<file path="config.mk">
export PLATFORM = sky130hd
export DESIGN_NAME = irq_fold_top
export DESIGN_NICKNAME = d
export VERILOG_FILES = /design/src/rtl/irq_fold_pkg.sv /design/src/rtl/irq_mode_reg.sv /design/src/rtl/irq_row.sv /design/src/rtl/irq_fold_top.sv
export SDC_FILE = /design/constraint.sdc
export NUM_CORES = 1
export LEC_CHECK = 0
export ABC_CLOCK_PERIOD_IN_PS = 4500
export CAP_MARGIN = 25
export CORE_UTILIZATION = 32
export CTS_BUF_LIST = sky130_fd_sc_hd__clkbuf_4 sky130_fd_sc_hd__clkbuf_8 sky130_fd_sc_hd__clkbuf_16
export CTS_CLUSTER_SIZE = 30
export DETAILED_ROUTE_END_ITERATION = 8
export GPL_TIMING_DRIVEN = 0
export PLACE_DENSITY = 0.86
export SYNTH_ARGS = -nofsm -noshare
export SYNTH_HDL_FRONTEND = slang
export SYNTH_HIERARCHICAL = 1
export SYNTH_SLANG_ARGS = --single-unit
</file>
<file path="constraint.sdc">
create_clock -name clk -period 4.5 [get_ports clk]
set_input_delay 1.35 -clock clk [delete_from_list [all_inputs] [get_ports clk]]
set_output_delay 1.35 -clock clk [all_outputs]
set_load 0.01 [all_outputs]
</file>
<file path="src/rtl/irq_fold_pkg.sv">
package irq_fold_pkg;
  localparam int N_IN      = 43;
  localparam int N_OUT     = 16;
  localparam int GRP_SLOTS = 1;
  localparam int ADDR_W    = 4;
  // routing layout: dedicated lines first, then group 0, then group 1
  localparam int G0_BASE   = N_OUT;
  localparam int G0_COUNT  = 12;
  localparam int G1_BASE   = G0_BASE + G0_COUNT * GRP_SLOTS;
  localparam int G1_COUNT  = 11;
  localparam int ROUTED    = G1_BASE + G1_COUNT * GRP_SLOTS;
  localparam logic [ADDR_W-1:0] MODE_ADDR = '0;

  // returns the input index feeding a group slot, or -1 for an empty slot
  function automatic int grp_src(input int grp, input int row, input int slot);
    int base;
    int cnt;
    base = (grp == 0) ? G0_BASE : G1_BASE;
    cnt  = (grp == 0) ? G0_COUNT : G1_COUNT;
    if (row < cnt) return base + row * GRP_SLOTS + slot;
    return -1;
  endfunction
endpackage

</file>
<file path="src/rtl/irq_mode_reg.sv">
module irq_mode_reg
  import irq_fold_pkg::*;
(
  input  logic              clk,
  input  logic              rst_n,
  input  logic [ADDR_W-1:0] addr_i,
  input  logic              wr_i,
  input  logic [N_OUT-1:0]  wdata_i,
  output logic [N_OUT-1:0]  rdata_o,
  output logic [N_OUT-1:0]  mode_o
);
  logic [1:0]       rst_pipe;
  logic             rst_sync_n;
  logic             hit;
  logic             wr_en;
  logic [N_OUT-1:0] mode_q;
  logic [N_OUT-1:0] mode_d;

  // asynchronous assertion, synchronous release
  always_ff @(posedge clk or negedge rst_n) begin
    if (!rst_n) rst_pipe <= 2'b00;
    else        rst_pipe <= {rst_pipe[0], 1'b1};
  end
  assign rst_sync_n = rst_pipe[1];

  assign hit   = (addr_i == MODE_ADDR);
  assign wr_en = wr_i & hit;

  always_comb begin
    mode_d = mode_q;
    if (wr_en) mode_d = wdata_i;
  end

  always_ff @(posedge clk or negedge rst_sync_n) begin
    if (!rst_sync_n)  mode_q <= '0;
    else if (wr_en)   mode_q <= mode_d;
  end

  assign mode_o  = mode_q;
  assign rdata_o = hit ? mode_q : '0;

  AST_MODE_WRITE: assert property (@(posedge clk) disable iff (!rst_sync_n)
    (wr_i && addr_i == MODE_ADDR) |=> (mode_o == $past(wdata_i)));
  AST_MODE_HOLD: assert property (@(posedge clk) disable iff (!rst_sync_n)
    !(wr_i && addr_i == MODE_ADDR) |=> $stable(mode_o));
endmodule

</file>
<file path="src/rtl/irq_row.sv">
module irq_row
  import irq_fold_pkg::*;
(
  input  logic                 clk,
  input  logic                 rst_n,
  input  logic                 mode_i,
  input  logic                 ded_i,
  input  logic [GRP_SLOTS-1:0] g0_i,
  input  logic [GRP_SLOTS-1:0] g1_i,
  output logic                 irq_o
);
  logic grp_hit;

  always_comb begin
    if (mode_i) grp_hit = |g1_i;
    else        grp_hit = |g0_i;
    irq_o = ded_i | grp_hit;
  end

  AST_DED_ALWAYS: assert property (@(posedge clk) disable iff (!rst_n)
    ded_i |-> irq_o);
  AST_G0_QUIET: assert property (@(posedge clk) disable iff (!rst_n)
    (!mode_i && !ded_i && g0_i == '0) |-> !irq_o);
  AST_G1_QUIET: assert property (@(posedge clk) disable iff (!rst_n)
    (mode_i && !ded_i && g1_i == '0) |-> !irq_o);
endmodule

</file>
<file path="src/rtl/irq_fold_top.sv">
module irq_fold_top
  import irq_fold_pkg::*;
(
  input  logic              clk,
  input  logic              rst_n,
  input  logic [N_IN-1:0]   periph_irq,
  input  logic              wdog_nmi_in,
  input  logic              comm_irq_in,
  input  logic [ADDR_W-1:0] reg_addr,
  input  logic              reg_wr,
  input  logic [N_OUT-1:0]  reg_wdata,
  output logic [N_OUT-1:0]  reg_rdata,
  output logic [N_OUT-1:0]  fab_irq,
  output logic              nmi_out,
  output logic              comm_irq_out
);
  logic [N_OUT-1:0] mode;
  logic             lines_unused;

  // SMBus alert/suspend lines above the routed range reach no output
  assign lines_unused = ^periph_irq[N_IN-1:ROUTED];

  irq_mode_reg u_mode (
    .clk     (clk),
    .rst_n   (rst_n),
    .addr_i  (reg_addr),
    .wr_i    (reg_wr),
    .wdata_i (reg_wdata),
    .rdata_o (reg_rdata),
    .mode_o  (mode)
  );

  for (genvar k = 0; k < N_OUT; k++) begin : g_row
    logic [GRP_SLOTS-1:0] g0;
    logic [GRP_SLOTS-1:0] g1;
    for (genvar s = 0; s < GRP_SLOTS; s++) begin : g_slot
      if (grp_src(0, k, s) >= 0) begin : g_g0_on
        assign g0[s] = periph_irq[grp_src(0, k, s)];
      end else begin : g_g0_off
        assign g0[s] = 1'b0;
      end
      if (grp_src(1, k, s) >= 0) begin : g_g1_on
        assign g1[s] = periph_irq[grp_src(1, k, s)];
      end else begin : g_g1_off
        assign g1[s] = 1'b0;
      end
    end
    irq_row u_row (
      .clk    (clk),
      .rst_n  (rst_n),
      .mode_i (mode[k]),
      .ded_i  (periph_irq[k]),
      .g0_i   (g0),
      .g1_i   (g1),
      .irq_o  (fab_irq[k])
    );
  end

  // bypass lines, outside the combiner
  assign nmi_out      = wdog_nmi_in;
  assign comm_irq_out = comm_irq_in;

  AST_NO_SMBUS: assert property (@(posedge clk) disable iff (!rst_n)
    (periph_irq[ROUTED-1:0] == '0) |-> (fab_irq == '0));
endmodule

</file>
==> run metrics, run 1 <==
kind of cell adding the most delay to the critical path=buffers and inverters; CP Buf/Inv Count=3; setup total negative slack=0 ps; WL/cell=between 10 and 15 um; Clock transition at path regs=90 ps; Finished Layout Cells=roughly 240; Clk pwr share=0.150; Area growth syn-to-layout=99.2%; # setup viols final=0; Worst EP arrival=3040 ps; actual slew at the worst max-slew pin=645 ps; Synth cell types=12; CP max-delay cell=clkdlybuf4s50_1; Clock Path Buffers=2; Pre-Repair DR Iteration Count=3; Final period util=0.976; FF-to-FF setup slack=3690 ps; worst-path cell chain=clkdlybuf4s50_1 -> nor4_4 -> clkbuf_4 -> and2_1 -> clkdlybuf4s50_1; GR Util All Layers=0.169; nets@finish=~270; CTS Buf Count=3; post-DP HPWL=2560 um; core area=3130 um2; final slew viol count=0; Post-route DRC=0; number of global-route vias before repair=1101; syn_area_per_cell=12.0 um2; Seq cells post-synth=18; CTS tree=done; Rows=20; worst vdd rail ir drop=roughly 150 uV; Final Hold Fails=0; antenna violations before repair=0; PortBufs=95; highest fanout seen on the critical path=10; gr ovfl total=0; WP data required=roughly 3200 ps; Placed Area=2110 um2; Iter 0 DRT Violations=18; Yosys warnings=6; DR vias=1053; combinational power share=0.388; post-synth top area cell=dfrtp_1; clock sinks=18; pin count of the biggest net entering global routing=17; Reg power frac=0.462; CP Depth=5; RSZ-0062 raised after global routing=false; Peak Freq=0.228 GHz; most frequent cells in the layout=clkdlybuf4s50_1 (95), dfrtp_1 (18), nor2b_1 (16), a211o_1 (16), and2_1 (16); first-pass GRT wire length=4550 um; post-synth top area share=0.418; chip height=60.1 um; Root Buffer Master=clkbuf_4; min Tclk post-route=4390 ps; Design Area, Final=2150 um2; gpl congestion=0.645; worst skew pair latency=280 ps; outcome=completed; total detailed-routing wirelength=3120 um; Top Ports=102; fin util=0.687; Hold WC Path Type=flip-flop to asynchronous set/reset pin; Worst path max stage delay=550 ps; Pleak=0.941 nW; Setup crit end kind=output port; Overall Power=502 uW; Reg2Reg Depth=1; full die area=3610 um2; Switch Pwr=132 uW; clk_skew=roughly 0.8 ps; CP Class=input pin to output port; Placed Cells=about 240; CP startpoint kind=input pin; commonest non-fill, non-tap cell in the layout=clkdlybuf4s50_1; Post-Syn Area=1080 um2; Pint=370 uW; most frequent CP cell=clkdlybuf4s50_1; H-tree depth=1; Post-DRT Antenna Nets=0; Seq/Total Area, Yosys=0.418; Mapped Cells=90; pwr dens=234 nW/um2; share of layout cells above drive strength 1=0.132; Die X=60.1 um; FF-to-FF Start=u_mode/mode_o[15]; Starting Density=0.345; antenna cells=0; MaxCap Viol Count=0; r2r endpoint=u_mode/mode_o[15]; largest cells by area after synthesis=dfrtp_1 (42%), mux2_4 (14%), a211o_1 (13%); Max-slew headroom=0.570; Net Sw Frac=0.263; vias per cell=4.37
## metal layers
layer | global-route usage | wire length [um] | up-vias | share of wire
li1 | - | - | 525 | -
met1 | 0.177 | 1160 | 474 | 0.37
met4 | 0.0199 | 0 | 0 | 0
met3 | 0.0584 | 303 | 0 | 0.097
met5 | 0 | 0 | - | 0
met2 | 0.329 | 1650 | 54 | 0.53
## stage by stage
step	hold WS, ps	setup WS, ps
after global placement	281	-279
after detailed placement	293	-325
after CTS	296	57.4
after global routing	325	19.6
after floorplan	200	971
final	271	110
## flip-flops by register name (all words and copies together), names as in the netlist
signal,cells
u_mode/mode_o,16
u_mode/rst_pipe,2
## cell usage after synthesis, drive strengths merged
cell    number
a211o       16
and2        16
buf          3
clkbuf       1
conb         2
dfrtp       18
mux2        16
nand2        1
nor2b       16
nor4         1
## worst max path at each step
stage	startpoint	endpoint
final	reg_addr[2]	reg_rdata[11]
after floorplan	reg_addr[1]	reg_rdata[10]
after CTS	reg_addr[2]	reg_rdata[11]
after global placement	reg_addr[1]	reg_rdata[11]
after global routing	reg_addr[2]	reg_rdata[11]
after detailed placement	reg_addr[1]	reg_rdata[11]
## layout make-up
| class | count | area [um2] |
|---|---|---|
| Sequential cell | 18 | 450 |
| Multi-Input combinational cell | 76 | 628 |
| Buffer | 4 | 33.8 |
| Tap cell | 44 | 55.1 |
| Fill cell | 253 | 980 |
| Timing Repair Buffer | 96 | 958 |
| Clock buffer | 3 | 22.5 |
## cells by family after synthesis
kind of cell / count (synthesis) / synth area share
buffers and inverters: 4 / 0.0278
other: 2 / 0.00696
AO/OA/AOI/OAI: 16 / 0.130
AND/OR/NAND/NOR: 34 / 0.216
flip-flops: 18 / 0.418
multiplexers: 16 / 0.202
## power groups by stage
stage / registers (mW) / clock network (mW) / logic (mW)
after CTS: 0.232 / 0.0799 / 0.197
after global routing: 0.239 / 0.0843 / 0.209
after floorplan: 0.225 / 0 / 0.0906
after global placement: 0.233 / 0 / 0.190
after detailed placement: 0.235 / 0 / 0.195
final: 0.232 / 0.0754 / 0.195
## repair_timing
item / in CTS / in global routing
setup buffers: 1 / 0
endpoints found under the setup margin: 10 / 1
pin swaps: 1 / 0
endpoints found under the hold margin: 0 / 0
hold buffers: 0 / 0
gates resized for setup: 1 / 2
Note: power is estimated with default switching activity, not from simulation.
==> run 2: changes to the inputs <==
- CORE_UTILIZATION: 32 -> 25
- CTS_CLUSTER_DIAMETER: unset -> 150
- PLACE_DENSITY: 0.86 -> 0.7
==> run 2 against run 1 <==
Clock power rose by 39%. Sequential power barely moved. Maximum frequency rose by 0.59%. Clock skew barely moved. Sequential share of layout area fell by 0.25 points. Register-to-register slack barely moved. Die area rose by 27%. Utilization fell by 15 points. Clock-buffer cell count did not move.
==> run metrics, run 2 (synthesis results as in run 1) <==
Clock Path Buffers=2; worst skew pair latency=240 ps; CTS Buf Count=3; min Tclk post-route=roughly 4400 ps; most frequent cells in the layout=clkdlybuf4s50_1 (95), dfrtp_1 (18), nor2b_1 (16), a211o_1 (16), and2_1 (16); final worst slack=135 ps; Setup crit end kind=output port; PortBufs=95; RSZ-0062 raised after global routing=false; pwr dens=roughly 240 nW/um2; worst vdd rail ir drop=139 uV; fin util=0.536; Rows=23; Post-route DRC=0; Placed Area=2120 um2; Top Ports=102; WL/cell=13.0 um; Pleak=0.950 nW; total detailed-routing wirelength=3210 um; Clock transition at path regs=60 ps; antenna violations before repair=0; Worst EP arrival=3010 ps; clock sinks=18; number of global-route vias before repair=1070; Root Buffer Master=clkbuf_8; H-tree depth=1; pin count of the biggest net entering global routing=17; Area growth syn-to-layout=102%; full die area=4580 um2; clk_skew=1.27 ps; final slew viol count=0; outcome=completed; vias per cell=4.34; antenna cells=0; post-cts hold buffer count=0; first-pass GRT wire length=4770 um; MaxCap Viol Count=0; Starting Density=0.266; Pre-Repair DR Iteration Count=2; GR Util All Layers=0.140; Final Hold Fails=0; post-DP HPWL=about 2600 um; WP data required=3150 ps; highest fanout seen on the critical path=10; Design Area, Final=2170 um2; CP Class=input pin to output port; chip height=just under 70 um; Peak Freq=~0.23 GHz; Largest register FFs=16; Placed Cells=243; Iter 0 DRT Violations=36; share of layout cells above drive strength 1=0.132; Overall Power=533 uW; Hold WC Path Type=flip-flop to asynchronous set/reset pin; commonest non-fill, non-tap cell in the layout=clkdlybuf4s50_1; gpl congestion=0.669; actual slew at the worst max-slew pin=636 ps; core area=around 4100 um2; hold slack=263 ps; nets@finish=267; gr ovfl total=0; Post-DRT Antenna Nets=0; Max-slew headroom=0.576; CTS tree=done; # setup viols final=0; Final period util=0.970; Finished Layout Cells=247; setup total negative slack=0 ps; DR vias=1071; fillers=371; CP startpoint kind=input pin; Setup WS pre-CTS=-347 ps; Die X=between 60 and 70 um
-- run 2: changes by cell type in the layout (fill, tap and decap cells not counted) --
cell | previous run | this run
clkbuf_8 | 0 | 3
clkbuf_4 | 4 | 0
buf_4 | 3 | 4
-- run 2: cell type report --
type / instances / area [um2] / share of cell area
Buffer: 4 / 33.8 / 0.0155
Tap cell: 50 / 62.6 / 0.0288
Clock buffer: 3 / 41.3 / 0.0190
Timing Repair Buffer: 96 / 958 / 0.441
Multi-Input combinational cell: 76 / 628 / 0.289
Sequential cell: 18 / 450 / 0.207
-- run 2: report_power, final --
group / total (mW) / internal [mW] / leakage, nW / switching, mW
registers: 0.233 / 0.197 / 0.220 / 0.0367
logic: 0.194 / 0.143 / 0.709 / 0.0515
clock network: 0.105 / 0.0592 / 0.0216 / 0.0462
-- run 2: what timing repair did --
action | 4_1_cts | 5_1_grt
setup buffers | 1 | 0
pin swaps | 1 | 0
setup endpoints to repair | 10 | 10
gates resized for setup | 1 | 3
-- run 2: path summary, 6_finish.rpt --
kind,from,end,slack [ps],depth (start not counted)
worst min register to register,u_mode/rst_pipe[1],u_mode/mode_o[12],260,0
max in group asynchronous,rst_n,u_mode/rst_pipe[0],3110,1
worst max-delay path,reg_addr[2],reg_rdata[14],140,5
min in group clk,u_mode/rst_pipe[0],u_mode/rst_pipe[1],350,0
worst min-delay path,u_mode/rst_pipe[1],u_mode/mode_o[12],260,0
worst max register to register,u_mode/mode_o[0],u_mode/mode_o[0],3700,1
-- run 2: critical path, stage by stage --
cell and delay, ps:
clkdlybuf4s50_1 450, nor4_4 320, buf_4 220, and2_1 140, clkdlybuf4s50_1 540
-- run 2: per-layer routing --
| layer | wire length [um] | track usage |
|---|---|---|
| met5 | 0 | 0 |
| met4 | 11 | 0.0239 |
| met3 | 447 | 0.0524 |
| met2 | 1630 | 0.274 |
| met1 | 1120 | 0.139 |
==> run 3: changes to the inputs <==
- CAP_MARGIN: 25 -> 20
==> results of run 3 <==
Final layout, timing and power as in run 2 (identical DEF).
